===== config.mk =====
export PLATFORM = sky130hd
export DESIGN_NAME = uart_txpath
export DESIGN_NICKNAME = d
export VERILOG_FILES = /design/src/rtl/uart_txpath_pkg.sv /design/src/rtl/uart_txpath_fifo.sv /design/src/rtl/uart_txpath_shifter.sv /design/src/rtl/uart_txpath.sv
export SDC_FILE = /design/constraint.sdc
export NUM_CORES = 1
export LEC_CHECK = 0
export BUFFER_PORTS_ARGS = -buffer_cell sky130_fd_sc_hd__buf_2
export CAP_MARGIN = 20
export CORE_MARGIN = 2
export CORE_UTILIZATION = 45
export DETAILED_ROUTE_END_ITERATION = 12
export PLACE_DENSITY = 0.61
export SLEW_MARGIN = 20
export SYNTH_ARGS = -nofsm -noshare
export SYNTH_HDL_FRONTEND = slang
export SYNTH_SLANG_ARGS = --single-unit

===== constraint.sdc =====
create_clock -name clk -period 3.6 [get_ports clk]
set_input_delay 0.54 -clock clk [delete_from_list [all_inputs] [get_ports clk]]
set_output_delay 0.54 -clock clk [all_outputs]
set_load 0.05 [all_outputs]

===== src/rtl/uart_txpath_pkg.sv =====
package uart_txpath_pkg;
  localparam int unsigned ADDR_W = 5;
  localparam int unsigned BUS_W  = 32;

  localparam logic [ADDR_W-1:0] OFS_DATA = 5'h00;
  localparam logic [ADDR_W-1:0] OFS_CTRL = 5'h08;
  localparam logic [ADDR_W-1:0] OFS_IE   = 5'h10;
  localparam logic [ADDR_W-1:0] OFS_IP   = 5'h14;
  localparam logic [ADDR_W-1:0] OFS_DIV  = 5'h18;

  localparam int unsigned BIT_EN    = 0;
  localparam int unsigned BIT_STOP2 = 1;
  localparam int unsigned WM_LSB    = 16;
  localparam int unsigned BIT_FULL  = 31;
endpackage


===== src/rtl/uart_txpath_fifo.sv =====
module uart_txpath_fifo #(
  parameter int unsigned DEPTH = 8,
  parameter int unsigned W     = 8,
  localparam int unsigned PTR_W = (DEPTH > 1) ? $clog2(DEPTH) : 1,
  localparam int unsigned CNT_W = $clog2(DEPTH + 1)
) (
  input  logic             clk,
  input  logic             rst_n,
  input  logic             push,
  input  logic [W-1:0]     wdata,
  input  logic             pop,
  output logic [W-1:0]     rdata,
  output logic [CNT_W-1:0] count,
  output logic             full,
  output logic             empty
);
  logic [W-1:0]     mem [DEPTH];
  logic [PTR_W-1:0] wr_q, wr_d, rd_q, rd_d;
  logic [CNT_W-1:0] cnt_q, cnt_d;
  logic             do_push, do_pop;

  function automatic logic [PTR_W-1:0] bump(input logic [PTR_W-1:0] p);
    return (p == PTR_W'(DEPTH - 1)) ? '0 : p + 1'b1;
  endfunction

  assign full    = (cnt_q == CNT_W'(DEPTH));
  assign empty   = (cnt_q == '0);
  assign do_push = push && !full;
  assign do_pop  = pop && !empty;
  assign rdata   = mem[rd_q];
  assign count   = cnt_q;

  always_comb begin
    wr_d  = do_push ? bump(wr_q) : wr_q;
    rd_d  = do_pop  ? bump(rd_q) : rd_q;
    cnt_d = cnt_q;
    if (do_push && !do_pop)      cnt_d = cnt_q + 1'b1;
    else if (do_pop && !do_push) cnt_d = cnt_q - 1'b1;
  end

  always_ff @(posedge clk or negedge rst_n) begin
    if (!rst_n) begin
      wr_q  <= '0;
      rd_q  <= '0;
      cnt_q <= '0;
    end else begin
      wr_q  <= wr_d;
      rd_q  <= rd_d;
      cnt_q <= cnt_d;
    end
  end

  always_ff @(posedge clk) begin
    if (do_push) mem[wr_q] <= wdata;
  end
endmodule


===== src/rtl/uart_txpath_shifter.sv =====
module uart_txpath_shifter #(
  parameter int unsigned DATA_W = 8,
  parameter int unsigned DIV_W  = 16,
  localparam int unsigned FRAME_W = DATA_W + 3,
  localparam int unsigned LEFT_W  = $clog2(FRAME_W)
) (
  input  logic              clk,
  input  logic              rst_n,
  input  logic              en,
  input  logic              two_stop,
  input  logic [DIV_W-1:0]  div,
  input  logic              src_empty,
  input  logic [DATA_W-1:0] src_data,
  output logic              pop,
  output logic              busy,
  output logic              txd
);
  logic [FRAME_W-1:0] sh_q, sh_d;
  logic [DIV_W-1:0]   tick_q, tick_d;
  logic [LEFT_W-1:0]  left_q, left_d;
  logic               busy_q, busy_d;
  logic               bit_end, frame_end, load;

  assign bit_end   = busy_q && (tick_q == '0);
  assign frame_end = bit_end && (left_q == '0);
  assign load      = en && !src_empty && (!busy_q || frame_end);

  always_comb begin
    sh_d   = sh_q;
    tick_d = tick_q;
    left_d = left_q;
    busy_d = busy_q;
    if (load) begin
      busy_d = 1'b1;
      sh_d   = {2'b11, src_data, 1'b0};
      tick_d = div;
      left_d = two_stop ? LEFT_W'(FRAME_W - 1) : LEFT_W'(FRAME_W - 2);
    end else if (frame_end) begin
      busy_d = 1'b0;
      sh_d   = '1;
    end else if (bit_end) begin
      sh_d   = {1'b1, sh_q[FRAME_W-1:1]};
      tick_d = div;
      left_d = left_q - 1'b1;
    end else if (busy_q) begin
      tick_d = tick_q - 1'b1;
    end
  end

  always_ff @(posedge clk or negedge rst_n) begin
    if (!rst_n) begin
      sh_q   <= '1;
      tick_q <= '0;
      left_q <= '0;
      busy_q <= 1'b0;
    end else begin
      sh_q   <= sh_d;
      tick_q <= tick_d;
      left_q <= left_d;
      busy_q <= busy_d;
    end
  end

  assign pop  = load;
  assign busy = busy_q;
  assign txd  = sh_q[0];
endmodule


===== src/rtl/uart_txpath.sv =====
module uart_txpath
  import uart_txpath_pkg::*;
#(
  parameter int unsigned DEPTH  = 8,
  parameter int unsigned DATA_W = 8,
  parameter int unsigned DIV_W  = 16,
  parameter int unsigned WM_W   = 3
) (
  input  logic              clk,
  input  logic              rst_n,
  input  logic              bus_sel,
  input  logic              bus_wr,
  input  logic [ADDR_W-1:0] bus_addr,
  input  logic [BUS_W-1:0]  bus_wdata,
  output logic [BUS_W-1:0]  bus_rdata,
  output logic              txd,
  output logic              irq
);
  localparam int unsigned CNT_W = $clog2(DEPTH + 1);
  localparam int unsigned CMP_W = CNT_W + WM_W;

  logic             rst_meta_q, rst_sync_q;
  logic             ctrl_en_q, ctrl_en_d, stop2_q, stop2_d, ie_tx_q, ie_tx_d;
  logic [WM_W-1:0]  wm_q, wm_d;
  logic [DIV_W-1:0] div_q, div_d;
  logic             data_wr, ctrl_wr, ie_wr, div_wr;
  logic [CNT_W-1:0] fifo_count;
  logic             fifo_full, fifo_empty, fifo_pop, shift_busy, tx_pend;
  logic [DATA_W-1:0] fifo_head;
  logic             unused_wdata;

  always_ff @(posedge clk or negedge rst_n) begin
    if (!rst_n) begin
      rst_meta_q <= 1'b0;
      rst_sync_q <= 1'b0;
    end else begin
      rst_meta_q <= 1'b1;
      rst_sync_q <= rst_meta_q;
    end
  end

  assign data_wr = bus_sel && bus_wr && (bus_addr == OFS_DATA);
  assign ctrl_wr = bus_sel && bus_wr && (bus_addr == OFS_CTRL);
  assign ie_wr   = bus_sel && bus_wr && (bus_addr == OFS_IE);
  assign div_wr  = bus_sel && bus_wr && (bus_addr == OFS_DIV);
  assign unused_wdata = ^bus_wdata;

  always_comb begin
    ctrl_en_d = ctrl_wr ? bus_wdata[BIT_EN]           : ctrl_en_q;
    stop2_d   = ctrl_wr ? bus_wdata[BIT_STOP2]        : stop2_q;
    wm_d      = ctrl_wr ? bus_wdata[WM_LSB +: WM_W]   : wm_q;
    ie_tx_d   = ie_wr   ? bus_wdata[0]                : ie_tx_q;
    div_d     = div_wr  ? bus_wdata[DIV_W-1:0]        : div_q;
  end

  always_ff @(posedge clk or negedge rst_sync_q) begin
    if (!rst_sync_q) begin
      ctrl_en_q <= 1'b0;
      stop2_q   <= 1'b0;
      wm_q      <= '0;
      ie_tx_q   <= 1'b0;
      div_q     <= '0;
    end else begin
      ctrl_en_q <= ctrl_en_d;
      stop2_q   <= stop2_d;
      wm_q      <= wm_d;
      ie_tx_q   <= ie_tx_d;
      div_q     <= div_d;
    end
  end

  uart_txpath_fifo #(.DEPTH(DEPTH), .W(DATA_W)) fifo_i (
    .clk   (clk),
    .rst_n (rst_sync_q),
    .push  (data_wr),
    .wdata (bus_wdata[DATA_W-1:0]),
    .pop   (fifo_pop),
    .rdata (fifo_head),
    .count (fifo_count),
    .full  (fifo_full),
    .empty (fifo_empty)
  );

  uart_txpath_shifter #(.DATA_W(DATA_W), .DIV_W(DIV_W)) shift_i (
    .clk       (clk),
    .rst_n     (rst_sync_q),
    .en        (ctrl_en_q),
    .two_stop  (stop2_q),
    .div       (div_q),
    .src_empty (fifo_empty),
    .src_data  (fifo_head),
    .pop       (fifo_pop),
    .busy      (shift_busy),
    .txd       (txd)
  );

  assign tx_pend = CMP_W'(fifo_count) < CMP_W'(wm_q);
  assign irq     = tx_pend && ie_tx_q;

  always_comb begin
    bus_rdata = '0;
    case (bus_addr)
      OFS_DATA: bus_rdata[BIT_FULL] = fifo_full;
      OFS_CTRL: begin
        bus_rdata[BIT_EN]         = ctrl_en_q;
        bus_rdata[BIT_STOP2]      = stop2_q;
        bus_rdata[WM_LSB +: WM_W] = wm_q;
      end
      OFS_IE:   bus_rdata[0] = ie_tx_q;
      OFS_IP:   bus_rdata[0] = tx_pend;
      OFS_DIV:  bus_rdata[DIV_W-1:0] = div_q;
      default:  bus_rdata = '0;
    endcase
  end
endmodule


==> results.toml <==
[routing]
wire_per_inst_microns = 18.20
drt_iter0_drc = 249
postRouteAntennaNets = 0
via_per_inst = 5.501
drc = 0
wl_mm = 13.25
drt_first_pass_iters = 4
num_vias = 4005

[placed_design]
hpwl_mm = 9.198
io_buffers = 49
placed_cell_area_sq_mm = 0.006604
gp_congestion = 0.8712

[pwr]
leakage_uw = 0.002842
powerDensity_mw_per_mm2 = 665.6
ir_drop_mv = 0.2907

[synth]
synth_common_cells = "64 x edfxtp_1, 55 x dfrtp_1, 33 x nand2_1"
synth_ff_type = "edfxtp_1"
yosysMostFrequentCell = "edfxtp_1"
synth_area_sq_mm = 0.006135
synth.area.top_cells = "edfxtp_1 31%, dfrtp_1 22%, mux4_2 5.9%"
synthCells = 473
yosys_register_bits = 128
netlist-cell-type-count = 68
netlist.area_leader.share = 0.3133
synth_top_cell_by_area = "edfxtp_1"
syn_avg_cell_area_sq_um = 12.97
ys_async_sr_fraction = 0.5000
synth_edf_count = 64
ys_warn_count = 0
yosysSeqAreaShare = 0.5762

[clock_network]
cts_setup_buffers = 0
clock-sinks = 128
cts-root-buf = "clkbuf_16"
clk_path_buf_depth = 2
cts_tree = "yes"
numCtsBuffers = 17
insertion_delay_ns = 0.42
worst_setup_hold_path_clk_slew_ns = 0.06
htree_num_levels = 4
ctsResizeCount = 0

[final_layout]
n_fill_cell = 1122
nets = 594
antenna_cells = 0
syn_to_final_growth_pct = 17.19
postLayoutCellArea_sq_mm = 0.007189
drive_above_1_share = 0.2790

[sta]
drv_slew = 0
min_period_over_period = 0.8628
rsz0062_at_grt = "no"
fmax_mhz = 321.9
setup-tns-final_ns = 0
hold_viol_final = 0
tightest_slew_ns = 0.8650
setup_viol = 0
finalClockSkew_ns = 0.007455
finalCriticalPeriod_ns = 3.106
relSlewSlack = 0.4233

[floorplan]
io_pins = 75
fp.dieH_microns = 120.8
dieArea_sq_mm = 0.01458
die_w_microns = 120.8
rows = 42
start_util = 0.4614
coreArea_sq_mm = 0.01330

[run_status]
outcome = "finished clean"

[global_routing]
met3_usage = 0.04292
grt_pass1_wl_mm = 21.67
grt_usage = 0.1980
grt_pass1_vias = 4025
grt.overflow.total = 0
grt_use_met1 = 0.2770
grt_max_degree = 39
grt.busiest_layer = "met2"
globalRouteMet2Util = 0.3076
grt_antenna_before_repair = 0

[worst_setup_path]
slowest_delay_ns = 0.41
endpoint_kind = "flop"
worstSetupPathType = "reg2reg"
worstPathRequired_ns = 3.90
cp.arrival_ns = 3.40
worst_setup_path_start_kind = "flop"
cp_cell_sequence = "inv_1 -> ha_1 -> nor4b_4 -> and4_1 -> nand2_1 -> a21oi_4 -> inv_2 -> ha_1 -> inv_1 -> ha_1 -> a21o_1 -> a21oi_1 -> xnor2_1 -> nor2_1 -> xor2_1"
crit_slowest_cell = "dfrtp_1"
critPathMaxFanout = 5
crit_path_frequent_cell = "ha_1"

[run]
maxCapViolCount = 0

[min_path]
hp-class = "in2reg"
==> through the flow <==
step / std cells / hold slack [ns] / worst slack, ns / util / power (uW)
finish: 728 / 0.3286 / 0.4939 / 0.5407 / 4785
CTS: 728 / 0.3217 / 0.5014 / 0.5407 / 4821
global route: 728 / 0.3497 / 0.2365 / 0.5407 / 5031
floorplan: 484 / 0.2444 / 0.3627 / - / 2856
global placement: 695 / 0.3244 / 0.3195 / 0.4956 / 3060
detailed placement: 696 / 0.3256 / 0.2770 / 0.4967 / 3130
==> report_power, final <==
| group | switching (uW) | leakage (uW) | total (uW) | internal [uW] |
|---|---|---|---|---|
| clock network | 611 | 0.000282 | 1690 | 1080 |
| logic | 456 | 0.00121 | 951 | 495 |
| registers | 353 | 0.00135 | 2150 | 1790 |
| total | 1420 | 0.00284 | 4780 | 3370 |
==> state kept, by name, indices dropped and copies added, names as in the netlist <==
name and count:
rst_meta_q 1, ctrl_en_q 1, fifo_i.count 4, shift_i.busy 1, rst_sync_q 1, fifo_i.wr_q 3
shift_i.sh_q 9, shift_i.left_q 4, fifo_i.mem 64, shift_i.tick_q 16, stop2_q 1, fifo_i.rd_q 3
wm_q 3, ie_tx_q 1, div_q 16
==> placed cells by master (no fill, tap or decap), types with 3 or more instances in the layout <==
cell type / instances
mux2_1: 6
nor4b_1: 3
o22a_1: 3
xnor2_1: 4
nand2b_1: 7
nand4_1: 7
and2_1: 20
o22ai_1: 10
dfrtp_1: 54
mux2_2: 22
buf_4: 17
inv_2: 3
nor4_1: 5
nand3_1: 9
mux4_2: 16
mux2i_1: 13
nor2_1: 22
nor3b_1: 3
o21ai_1: 6
buf_2: 49
nand2_1: 33
bufinv_16: 3
a21oi_1: 17
ha_1: 12
clkinv_2: 4
conb_1: 13
clkbuf_16: 17
dfstp_2: 9
or3_1: 8
nor3_1: 17
edfxtp_1: 64
o21ai_0: 10
inv_1: 11
==> final timing paths <==
path,depth (start not counted),end,startpoint,slack (ns)
worst max-delay path,15,fifo_i.count[3],shift_i.tick_q[0],0.49
worst min-delay path,3,wm_q[2],bus_wdata[18],0.33
worst max register to register,15,fifo_i.count[3],shift_i.tick_q[0],0.49
worst min register to register,0,rst_sync_q,rst_meta_q,0.35
max in group asynchronous,1,shift_i.sh_q[2],rst_sync_q,2.31
min in group asynchronous,0,div_q[9],rst_sync_q,0.39
==> worst max-delay path: cells and delay by family (launching register included) <==
family	cells	cell delay, ns
XOR/XNOR	2	0.27
adder cells (fa/ha/maj)	3	0.70
buffers and inverters	3	0.25
flip-flops	1	0.41
AND/OR/NAND/NOR	4	0.79
AO/OA/AOI/OAI	3	0.58
==> timing repair <==
item,CTS,global route
endpoints found under the hold margin,2,0
endpoints found under the setup margin,0,0
hold buffers,1,0
==> routing by layer <==
layer,up-vias,share of wire
li1,1896,-
met1,1996,0.47
met2,102,0.47
met3,11,0.050
met4,0,0.0097
met5,-,0
==> layout make-up <==
class,count,area (sq um),area share
well taps,176,220.2,0.03063
clock buffers,19,432.9,0.06022
flip-flops and latches,128,3536,0.4918
clock inverters,12,142.6,0.01984
multi-input cells,311,2407,0.3348
inverters,14,52.55,0.007309
repair buffers,68,397.9,0.05534
==> cell families (layout without fill, tap and decap cells) <==
kind of cell | Yosys count | after routing | share of synthesized area
AO/OA/AOI/OAI | 75 | 75 | 0.08648
XOR/XNOR | 6 | 6 | 0.008566
adder cells (fa/ha/maj) | 13 | 13 | 0.02774
buffers and inverters | 45 | 113 | 0.03814
flip-flops | 128 | 128 | 0.5762
multiplexers | 57 | 57 | 0.1313
other | 2 | 13 | 0.001224
AND/OR/NAND/NOR | 147 | 147 | 0.1303
Note: power is estimated with default switching activity, not from simulation.
